<file path="src/rtl/qpt_pkg.sv">
`timescale 1ns/1ps
// qpt_pkg: widths and register addresses shared by the PWM timer.
// Assumes a 12-bit counter accessed as high nibble plus low byte.
package qpt_pkg;
    localparam int CW   = 12;
    localparam int DW   = 8;
    localparam int AW   = 5;
    localparam int NCH  = 4;
    localparam int DTW  = 7;
    localparam int HW   = CW - DW;

    localparam logic [AW-1:0] A_XFER  = 5'h00;
    localparam logic [AW-1:0] A_STAT  = 5'h01;
    localparam logic [AW-1:0] A_CFG   = 5'h02;
    localparam logic [AW-1:0] A_IEN   = 5'h03;
    localparam logic [AW-1:0] A_DEAD  = 5'h04;
    localparam logic [AW-1:0] A_BRK   = 5'h05;
    localparam logic [AW-1:0] A_RLD_H = 5'h06;
    localparam logic [AW-1:0] A_RLD_L = 5'h07;
    localparam int            A_DUTY0 = 8;

    function automatic logic [AW-1:0] duty_hi_addr(input int ch);
        return AW'(A_DUTY0 + 2 * ch);
    endfunction

    function automatic logic [AW-1:0] duty_lo_addr(input int ch);
        return AW'(A_DUTY0 + 2 * ch + 1);
    endfunction
endpackage

</file>
<file path="src/rtl/qpt_regs.sv">
`timescale 1ns/1ps
// qpt_regs: register file, pending/active double buffering, sticky flags
// and the break latch. Assumes at most one bus write per clock.
module qpt_regs
    import qpt_pkg::*;
(
    input  logic                    clk,
    input  logic                    rst_n,
    input  logic [AW-1:0]           addr,
    input  logic [DW-1:0]           wdata,
    input  logic                    wr_en,
    input  logic                    ovf_ev,
    input  logic [NCH-1:0]          cmp_ev,
    input  logic                    brk_in,
    output logic [CW-1:0]           rld_load,
    output logic [NCH-1:0][CW-1:0]  dcr_act,
    output logic [NCH-1:0]          pol,
    output logic [NCH-1:0]          oe,
    output logic                    dt_en,
    output logic [DTW-1:0]          dt_val,
    output logic                    brk_force,
    output logic [NCH-1:0]          brk_pat,
    output logic                    ovf_flag,
    output logic                    cmp_irq,
    output logic [DW-1:0]           rdata
);
    logic [HW-1:0]           hi_stage;
    logic [CW-1:0]           rld_pre, rld_act;
    logic [NCH-1:0][CW-1:0]  dcr_pre;
    logic                    xfer;
    logic [NCH-1:0]          cmpie, cmp_flag;
    logic                    brk_en, brk_lvl, brk_lat, brk_cond;
    logic                    xfer_now, hi_wr;

    assign xfer_now  = xfer && ovf_ev;
    assign rld_load  = xfer ? rld_pre : rld_act;
    assign brk_cond  = brk_en && (brk_in == brk_lvl);
    assign brk_force = brk_cond || brk_lat;
    assign cmp_irq   = |(cmp_flag & cmpie);
    assign hi_wr     = wr_en && !addr[0] && (addr >= A_RLD_H)
                       && (addr <= duty_hi_addr(NCH - 1));

    // Staging nibble for the high byte of any 12-bit register.
    always_ff @(posedge clk) begin
        if (!rst_n)     hi_stage <= '0;
        else if (hi_wr) hi_stage <= wdata[HW-1:0];
    end

    // Pending values committed by low-byte writes, moved to active on transfer.
    always_ff @(posedge clk) begin
        if (!rst_n) begin
            rld_pre <= '0;
            rld_act <= '0;
            dcr_pre <= '0;
            dcr_act <= '0;
        end else begin
            if (xfer_now) begin
                rld_act <= rld_pre;
                dcr_act <= dcr_pre;
            end
            if (wr_en && addr == A_RLD_L) rld_pre <= {hi_stage, wdata};
            for (int i = 0; i < NCH; i++) begin
                if (wr_en && addr == duty_lo_addr(i)) dcr_pre[i] <= {hi_stage, wdata};
            end
        end
    end

    // Transfer request: set by software, cleared when a wrap performs it.
    always_ff @(posedge clk) begin
        if (!rst_n)                                 xfer <= 1'b0;
        else if (xfer_now)                          xfer <= 1'b0;
        else if (wr_en && addr == A_XFER && wdata[0]) xfer <= 1'b1;
    end

    // Plain configuration registers.
    always_ff @(posedge clk) begin
        if (!rst_n) begin
            pol <= '0; oe <= '0; cmpie <= '0;
            dt_en <= 1'b0; dt_val <= '0;
            brk_en <= 1'b0; brk_lvl <= 1'b0; brk_pat <= '0;
        end else if (wr_en) begin
            case (addr)
                A_CFG:  begin pol <= wdata[3:0]; oe <= wdata[7:4]; end
                A_IEN:  cmpie <= wdata[3:0];
                A_DEAD: begin dt_en <= wdata[7]; dt_val <= wdata[DTW-1:0]; end
                A_BRK:  begin brk_en <= wdata[0]; brk_lvl <= wdata[1]; brk_pat <= wdata[7:4]; end
                default: ;
            endcase
        end
    end

    // Sticky event flags with write-one-to-clear; a new event wins.
    always_ff @(posedge clk) begin
        if (!rst_n) begin
            ovf_flag <= 1'b0;
            cmp_flag <= '0;
        end else begin
            if (ovf_ev)                                   ovf_flag <= 1'b1;
            else if (wr_en && addr == A_STAT && wdata[0]) ovf_flag <= 1'b0;
            for (int i = 0; i < NCH; i++) begin
                if (cmp_ev[i])                                     cmp_flag[i] <= 1'b1;
                else if (wr_en && addr == A_STAT && wdata[4 + i])  cmp_flag[i] <= 1'b0;
            end
        end
    end

    // Break latch: set by the active condition, released by writing bit2 = 0.
    always_ff @(posedge clk) begin
        if (!rst_n)                                   brk_lat <= 1'b0;
        else if (brk_cond)                            brk_lat <= 1'b1;
        else if (wr_en && addr == A_BRK && !wdata[2]) brk_lat <= 1'b0;
    end

    // Read multiplexer returning pending values for 12-bit registers.
    always_comb begin
        rdata = '0;
        case (addr)
            A_XFER:  rdata = {7'b0, xfer};
            A_STAT:  rdata = {cmp_flag, 3'b0, ovf_flag};
            A_CFG:   rdata = {oe, pol};
            A_IEN:   rdata = {4'b0, cmpie};
            A_DEAD:  rdata = {dt_en, dt_val};
            A_BRK:   rdata = {brk_pat, 1'b0, brk_lat, brk_lvl, brk_en};
            A_RLD_H: rdata = DW'(rld_pre >> DW);
            A_RLD_L: rdata = rld_pre[DW-1:0];
            default: begin
                for (int i = 0; i < NCH; i++) begin
                    if (addr == duty_hi_addr(i)) rdata = DW'(dcr_pre[i] >> DW);
                    if (addr == duty_lo_addr(i)) rdata = dcr_pre[i][DW-1:0];
                end
            end
        endcase
    end

    a_r5_xfer_done: assert property (@(posedge clk) disable iff (!rst_n)
        xfer && ovf_ev |=> !xfer);
    a_r7_ovf_sticky: assert property (@(posedge clk) disable iff (!rst_n)
        ovf_flag && !(wr_en && addr == A_STAT && wdata[0]) |=> ovf_flag);
    a_r7_ovf_set: assert property (@(posedge clk) disable iff (!rst_n)
        ovf_ev |=> ovf_flag);
    a_r11_latch_hold: assert property (@(posedge clk) disable iff (!rst_n)
        brk_lat && !(wr_en && addr == A_BRK) |=> brk_lat);
endmodule

</file>
<file path="src/rtl/qpt_counter.sv">
`timescale 1ns/1ps
// qpt_counter: 12-bit up-counter with reload and per-channel raw PWM state.
// Assumes rld_load already reflects a transfer due at this wrap.
module qpt_counter
    import qpt_pkg::*;
(
    input  logic                    clk,
    input  logic                    rst_n,
    input  logic                    cnt_en,
    input  logic [CW-1:0]           rld_load,
    input  logic [NCH-1:0][CW-1:0]  dcr_act,
    output logic                    ovf_ev,
    output logic [NCH-1:0]          cmp_ev,
    output logic [NCH-1:0]          raw
);
    localparam logic [CW-1:0] MAXV = {CW{1'b1}};
    logic [CW-1:0] cnt;

    assign ovf_ev = cnt_en && (cnt == MAXV);

    // Counter: step on enable, reload on wrap.
    always_ff @(posedge clk) begin
        if (!rst_n)      cnt <= '0;
        else if (ovf_ev) cnt <= rld_load;
        else if (cnt_en) cnt <= cnt + 1'b1;
    end

    for (genvar g = 0; g < NCH; g++) begin : g_ch
        logic r_q;
        assign cmp_ev[g] = cnt_en && (cnt == dcr_act[g]);
        // Raw output: set on wrap, cleared after a duty match.
        always_ff @(posedge clk) begin
            if (!rst_n)         r_q <= 1'b0;
            else if (ovf_ev)    r_q <= 1'b1;
            else if (cmp_ev[g]) r_q <= 1'b0;
        end
        assign raw[g] = r_q;
    end

    a_r2_step: assert property (@(posedge clk) disable iff (!rst_n)
        cnt_en && cnt != MAXV |=> cnt == $past(cnt) + 1'b1);
    a_r2_hold: assert property (@(posedge clk) disable iff (!rst_n)
        !cnt_en |=> $stable(cnt));
    a_r2_reload: assert property (@(posedge clk) disable iff (!rst_n)
        ovf_ev |=> cnt == $past(rld_load));
    a_r3_set_on_wrap: assert property (@(posedge clk) disable iff (!rst_n)
        ovf_ev |=> &raw);
endmodule

</file>
<file path="src/rtl/qpt_deadtime.sv">
`timescale 1ns/1ps
// qpt_deadtime: builds a complementary pair from raw channel A with a guard
// gap, in clock cycles, after each change. Passes A and B through when off.
module qpt_deadtime
    import qpt_pkg::*;
(
    input  logic            clk,
    input  logic            rst_n,
    input  logic            dt_en,
    input  logic [DTW-1:0]  dt_val,
    input  logic            raw_a,
    input  logic            raw_b,
    output logic            out_a,
    output logic            out_b
);
    logic           a_prev, chg, block;
    logic [DTW-1:0] gap_cnt;

    assign chg   = raw_a ^ a_prev;
    assign block = dt_en && ((chg && dt_val != '0) || gap_cnt != '0);
    assign out_a = dt_en ? (raw_a && !block)  : raw_a;
    assign out_b = dt_en ? (!raw_a && !block) : raw_b;

    // Edge tracker and gap down-counter.
    always_ff @(posedge clk) begin
        if (!rst_n) begin
            a_prev  <= 1'b0;
            gap_cnt <= '0;
        end else begin
            a_prev <= raw_a;
            if (chg)                 gap_cnt <= (dt_val == '0) ? '0 : dt_val - 1'b1;
            else if (gap_cnt != '0)  gap_cnt <= gap_cnt - 1'b1;
        end
    end

    a_r10_gap: assert property (@(posedge clk) disable iff (!rst_n)
        dt_en && $past(dt_en) && dt_val != '0 && $stable(dt_val) && $rose(out_a)
        |-> !$past(out_b));
endmodule

</file>
<file path="src/rtl/qpt_outstage.sv">
`timescale 1ns/1ps
// qpt_outstage: polarity, break override and output enable, purely
// combinational so break acts in the cycle the input arrives.
module qpt_outstage
    import qpt_pkg::*;
(
    input  logic [NCH-1:0] pre,
    input  logic [NCH-1:0] pol,
    input  logic [NCH-1:0] oe,
    input  logic           brk_force,
    input  logic [NCH-1:0] brk_pat,
    output logic [NCH-1:0] pins
);
    logic [NCH-1:0] shaped;
    assign shaped = brk_force ? brk_pat : (pre ^ pol);
    assign pins   = shaped & oe;
endmodule

</file>
<file path="src/rtl/qpt_timer.sv">
`timescale 1ns/1ps
// qpt_timer: top of the four-channel PWM timer. Connects the register file,
// counter, dead-time pair on channels 0/1 and the output stage.
module qpt_timer
    import qpt_pkg::*;
(
    input  logic           clk,
    input  logic           rst_n,
    input  logic [4:0]     bus_addr,
    input  logic [7:0]     bus_wdata,
    input  logic           bus_wr,
    output logic [7:0]     bus_rdata,
    input  logic           cnt_en,
    input  logic           brk_in,
    output logic [3:0]     pwm_out,
    output logic           ovf_flag,
    output logic           cmp_irq
);
    logic [CW-1:0]          rld_load;
    logic [NCH-1:0][CW-1:0] dcr_act;
    logic [NCH-1:0]         pol, oe, brk_pat, cmp_ev, raw, pre;
    logic                   dt_en, brk_force, ovf_ev;
    logic [DTW-1:0]         dt_val;

    qpt_regs u_regs (
        .clk(clk), .rst_n(rst_n), .addr(bus_addr), .wdata(bus_wdata), .wr_en(bus_wr),
        .ovf_ev(ovf_ev), .cmp_ev(cmp_ev), .brk_in(brk_in),
        .rld_load(rld_load), .dcr_act(dcr_act), .pol(pol), .oe(oe),
        .dt_en(dt_en), .dt_val(dt_val), .brk_force(brk_force), .brk_pat(brk_pat),
        .ovf_flag(ovf_flag), .cmp_irq(cmp_irq), .rdata(bus_rdata)
    );

    qpt_counter u_cnt (
        .clk(clk), .rst_n(rst_n), .cnt_en(cnt_en), .rld_load(rld_load),
        .dcr_act(dcr_act), .ovf_ev(ovf_ev), .cmp_ev(cmp_ev), .raw(raw)
    );

    qpt_deadtime u_dt (
        .clk(clk), .rst_n(rst_n), .dt_en(dt_en), .dt_val(dt_val),
        .raw_a(raw[0]), .raw_b(raw[1]), .out_a(pre[0]), .out_b(pre[1])
    );

    assign pre[NCH-1:2] = raw[NCH-1:2];

    qpt_outstage u_out (
        .pre(pre), .pol(pol), .oe(oe), .brk_force(brk_force),
        .brk_pat(brk_pat), .pins(pwm_out)
    );
endmodule

</file>
<file path="config.mk">
export PLATFORM = sky130hd
export DESIGN_NAME = qpt_timer
export DESIGN_NICKNAME = d
export VERILOG_FILES = /design/src/rtl/qpt_pkg.sv /design/src/rtl/qpt_regs.sv /design/src/rtl/qpt_counter.sv /design/src/rtl/qpt_deadtime.sv /design/src/rtl/qpt_outstage.sv /design/src/rtl/qpt_timer.sv
export SDC_FILE = /design/constraint.sdc
export NUM_CORES = 1
export LEC_CHECK = 0
export BUFFER_PORTS_ARGS = -buffer_cell sky130_fd_sc_hd__buf_2
export CELL_PAD_IN_SITES_DETAIL_PLACEMENT = 1
export CELL_PAD_IN_SITES_GLOBAL_PLACEMENT = 2
export CORE_MARGIN = 8
export CORE_UTILIZATION = 34
export CTS_CLUSTER_DIAMETER = 60
export DETAILED_ROUTE_END_ITERATION = 8
export HOLD_SLACK_MARGIN = 0.06
export PLACE_DENSITY_LB_ADDON = 0.25
export SETUP_SLACK_MARGIN = 0.05
export SLEW_MARGIN = 10
export SYNTH_ARGS = -nofsm -noshare
export SYNTH_HDL_FRONTEND = slang
export SYNTH_SLANG_ARGS = --single-unit
</file>
<file path="constraint.sdc">
create_clock -name clk -period 2.94 [get_ports clk]
set_input_delay 0.882 -clock clk [delete_from_list [all_inputs] [get_ports clk]]
set_output_delay 0.882 -clock clk [all_outputs]
set_load 0.02 [all_outputs]
</file>
==> reports/results.ini <==
[status]
run_status=finished with violations
violations=negative setup slack

[drt]
routed_wl_microns=32400
drc=0
first_pass_iters=5
drtAntennaViolNets=0
routedWlPerCell_microns=21.8
drt_iter0_markers=429
viasPerCell=5.37
vias=7973

[worst_setup_path]
slowest_delay_ps=550
slowest_stage=or4b_4
cpLargestDelayFamily=simple AND/OR/NAND/NOR gates
crit_type=input port to output pin
worst-r2r-cell-count=6
end_kind=output pin
reg2reg_to=u_cnt.g_ch[2].r_q
cp_data_arrival_time_ps=2290
startpoint_type=input port
path_buf_inv=2
required_ps=2060
path_cells=buf_8 -> or4b_4 -> nor2_4 -> a22oi_2 -> and3_4 -> a21oi_4 -> buf_6
timing.reg2reg.setup_slack_ps=660
crit_cells=7
cp_max_fo=6
r2r_start=u_cnt.cnt[7]

[grt]
grt_pass1_wl_microns=49800
grt_overflow_total=0
grt_pass1_vias=8109
grt_max_degree=53
antenna_found_initial=0
grtUsageTotal=0.211

[floorplan]
die_x_microns=176
ios=32
fp.coreArea_sq_um=25200
die_y_microns=176
initial_utilization=0.345
rows=58
dieArea_sq_um=30900

[synthesis]
synth_area_sq_um=8690
synth_edf_count=0
yosys_warnings=0
synth_flop_cell=dfxtp_1
avgSynthCellArea_sq_um=8.13
syn_nets=1091
synth_top_area_cell=dfxtp_1
syn_inst=1069
synth_common_cells=210 x nand2_1, 181 x dfxtp_1, 128 x a21oi_1, 70 x nand3_1, 67 x nor2_1
yosys-top-cells-area=dfxtp_1 42%, nand2_1 9.1%, a21oi_1 7.4%
yosysMostFrequentCell=nand2_1
ys_types=65
synth.ff_latch_count=181
synth_top_area_share=0.417
ys_seq_area_frac=0.417
async_flop_share=0

[timing]
setup_viol=10
tns_ps=-1420
slew_headroom=0.570
fin_skew_ps=14.3
max_slew.worst_pin.slew_ps=645
hold_viol=0
fmax_mhz=315
postLayoutSetupSlackWorst_ps=-234
fin_crit_ps=3170
finalMaxSlewViolations=0
finalCritPeriodShare=1.08
rsz0062_at_grt=yes

[clock_tree]
clkLatencyLatePin_ps=450
cts_tree=done
cts_made_buffers=17
clk_pin_slew_ps=70
cts_max_path_buffers=2
htree_levels=4
root_buffer=clkbuf_16
clock-sinks=181

[hold_path]
hp-start=u_regs.rld_act[1]
min_path_cells=2
hold_end=u_regs.rld_act[1]
hold_class=register to register

[power]
ir_worst_vdd_mv=0.300
p_leak_nw=4.12
power_density_nw_per_um2=521

[placement]
gp_congestion=0.868
placed_cells=1442
dpl.hpwl_microns=23800
io_buffers=31

[finish]
stdcell_count=1486
layout.nets=1166
multiInputGateArea_sq_um=4960
fillers=2957
utilization=0.431
antenna_cells_inserted=0
register_area_sq_um=3630
drive_gt1_frac=0.221
area_growth_pct=24.8

[run]
drv_cap=0

-- power by group --
group	internal, W	leakage, nW	switching, W
combinational	0.000369	2.37	0.000416
clock	0.00115	0.285	0.00113
sequential	0.00251	1.46	0.0000722
-- per-layer routing --
| layer | share of wire | up-vias | track usage |
|---|---|---|---|
| met4 | 0.017 | 0 | 0.0576 |
| met2 | 0.50 | 117 | 0.366 |
| li1 | - | 3868 | - |
| met1 | 0.45 | 3963 | 0.265 |
| met5 | 0 | - | 0 |
| met3 | 0.028 | 25 | 0.0350 |
-- layout by cell type, fill, tap and decap left out, drive strengths merged, types with 8 or more instances in the layout --
master / n
xnor2: 38
nor4: 11
o21ai: 25
clkbuf: 18
nand3: 70
nor3: 12
buf: 145
a221oi: 11
mux2i: 48
xor2: 24
nand4: 11
a22oi: 9
mux2: 14
nor4b: 8
dfxtp: 181
a21oi: 128
nor2: 67
inv: 21
nand2: 210
-- logic make-up (layout without fill, tap and decap cells) --
| kind of cell | count (synthesis) | after routing | synth area share |
|---|---|---|---|
| AO/OA/AOI/OAI | 226 | 226 | 0.156 |
| XOR/XNOR | 62 | 62 | 0.0625 |
| adder cells (fa/ha/maj) | 4 | 4 | 0.00576 |
| buffers and inverters | 101 | 188 | 0.0502 |
| flip-flops | 181 | 181 | 0.417 |
| multiplexers | 64 | 64 | 0.0786 |
| AND/OR/NAND/NOR | 431 | 431 | 0.230 |
-- worst reg2reg max path, delay by kind of cell (launching register included) --
family                    cells  cell delay, ps
and+or+nand+nor               3            1050
DFF                           1             670
buffers and inverters         1             220
xor gates and xnor gates      1             140
AOI/OAI and AO/OA             1              80
-- stage by stage --
stage / worst slack, ps / total power (W) / hold WS (ps) / instance area (sq um)
finish: -234 / 0.00565 / 454 / 10800
global route: -269 / 0.00588 / 477 / 10800
CTS: -237 / 0.00568 / 456 / 10600
detailed placement: -359 / 0.00334 / 446 / 9750
global placement: -319 / 0.00333 / 441 / 9750
floorplan: -156 / 0.00309 / 431 / 8780
-- flip-flops by register name, indices dropped and copies added (netlist names), 4 cells and up --
name             count
u_regs.dcr_act      48
u_regs.dcr_pre      48
u_cnt.cnt           12
u_regs.rld_act      12
u_regs.rld_pre      12
u_dt.gap_cnt         7
u_regs.dt_val        7
u_cnt.g_ch.r_q       4
u_regs.brk_pat       4
u_regs.cmp_flag      4
u_regs.cmpie         4
u_regs.hi_stage      4
u_regs.oe            4
u_regs.pol           4
-- what timing repair did --
action / in CTS / in global routing
buffers inserted: 6 / 10
endpoints found under the setup margin: 10 / 12
pin swaps: 19 / 18
resized for setup: 64 / 39
endpoints found under the hold margin: 0 / 0
hold buffers: 0 / 0
-- cell type report --
class,instances,area share
multi-input combinational,787,0.457
sequential,181,0.334
timing repair buffer,145,0.113
clock buffer,18,0.0405
tap,330,0.0381
clock inverter,13,0.0125
inverter,12,0.00438
-- how the worst max path moves through the flow --
stage	from	endpoint	slack [ps]
after global routing	bus_addr[3]	bus_rdata[5]	-270
final	bus_addr[3]	bus_rdata[5]	-230
after global placement	bus_addr[2]	bus_rdata[7]	-320
after detailed placement	bus_addr[2]	bus_rdata[7]	-360
after floorplan	bus_addr[3]	bus_rdata[7]	-160
after CTS	bus_addr[3]	bus_rdata[7]	-240
No activity file was read; power rests on OpenSTA's default activity.
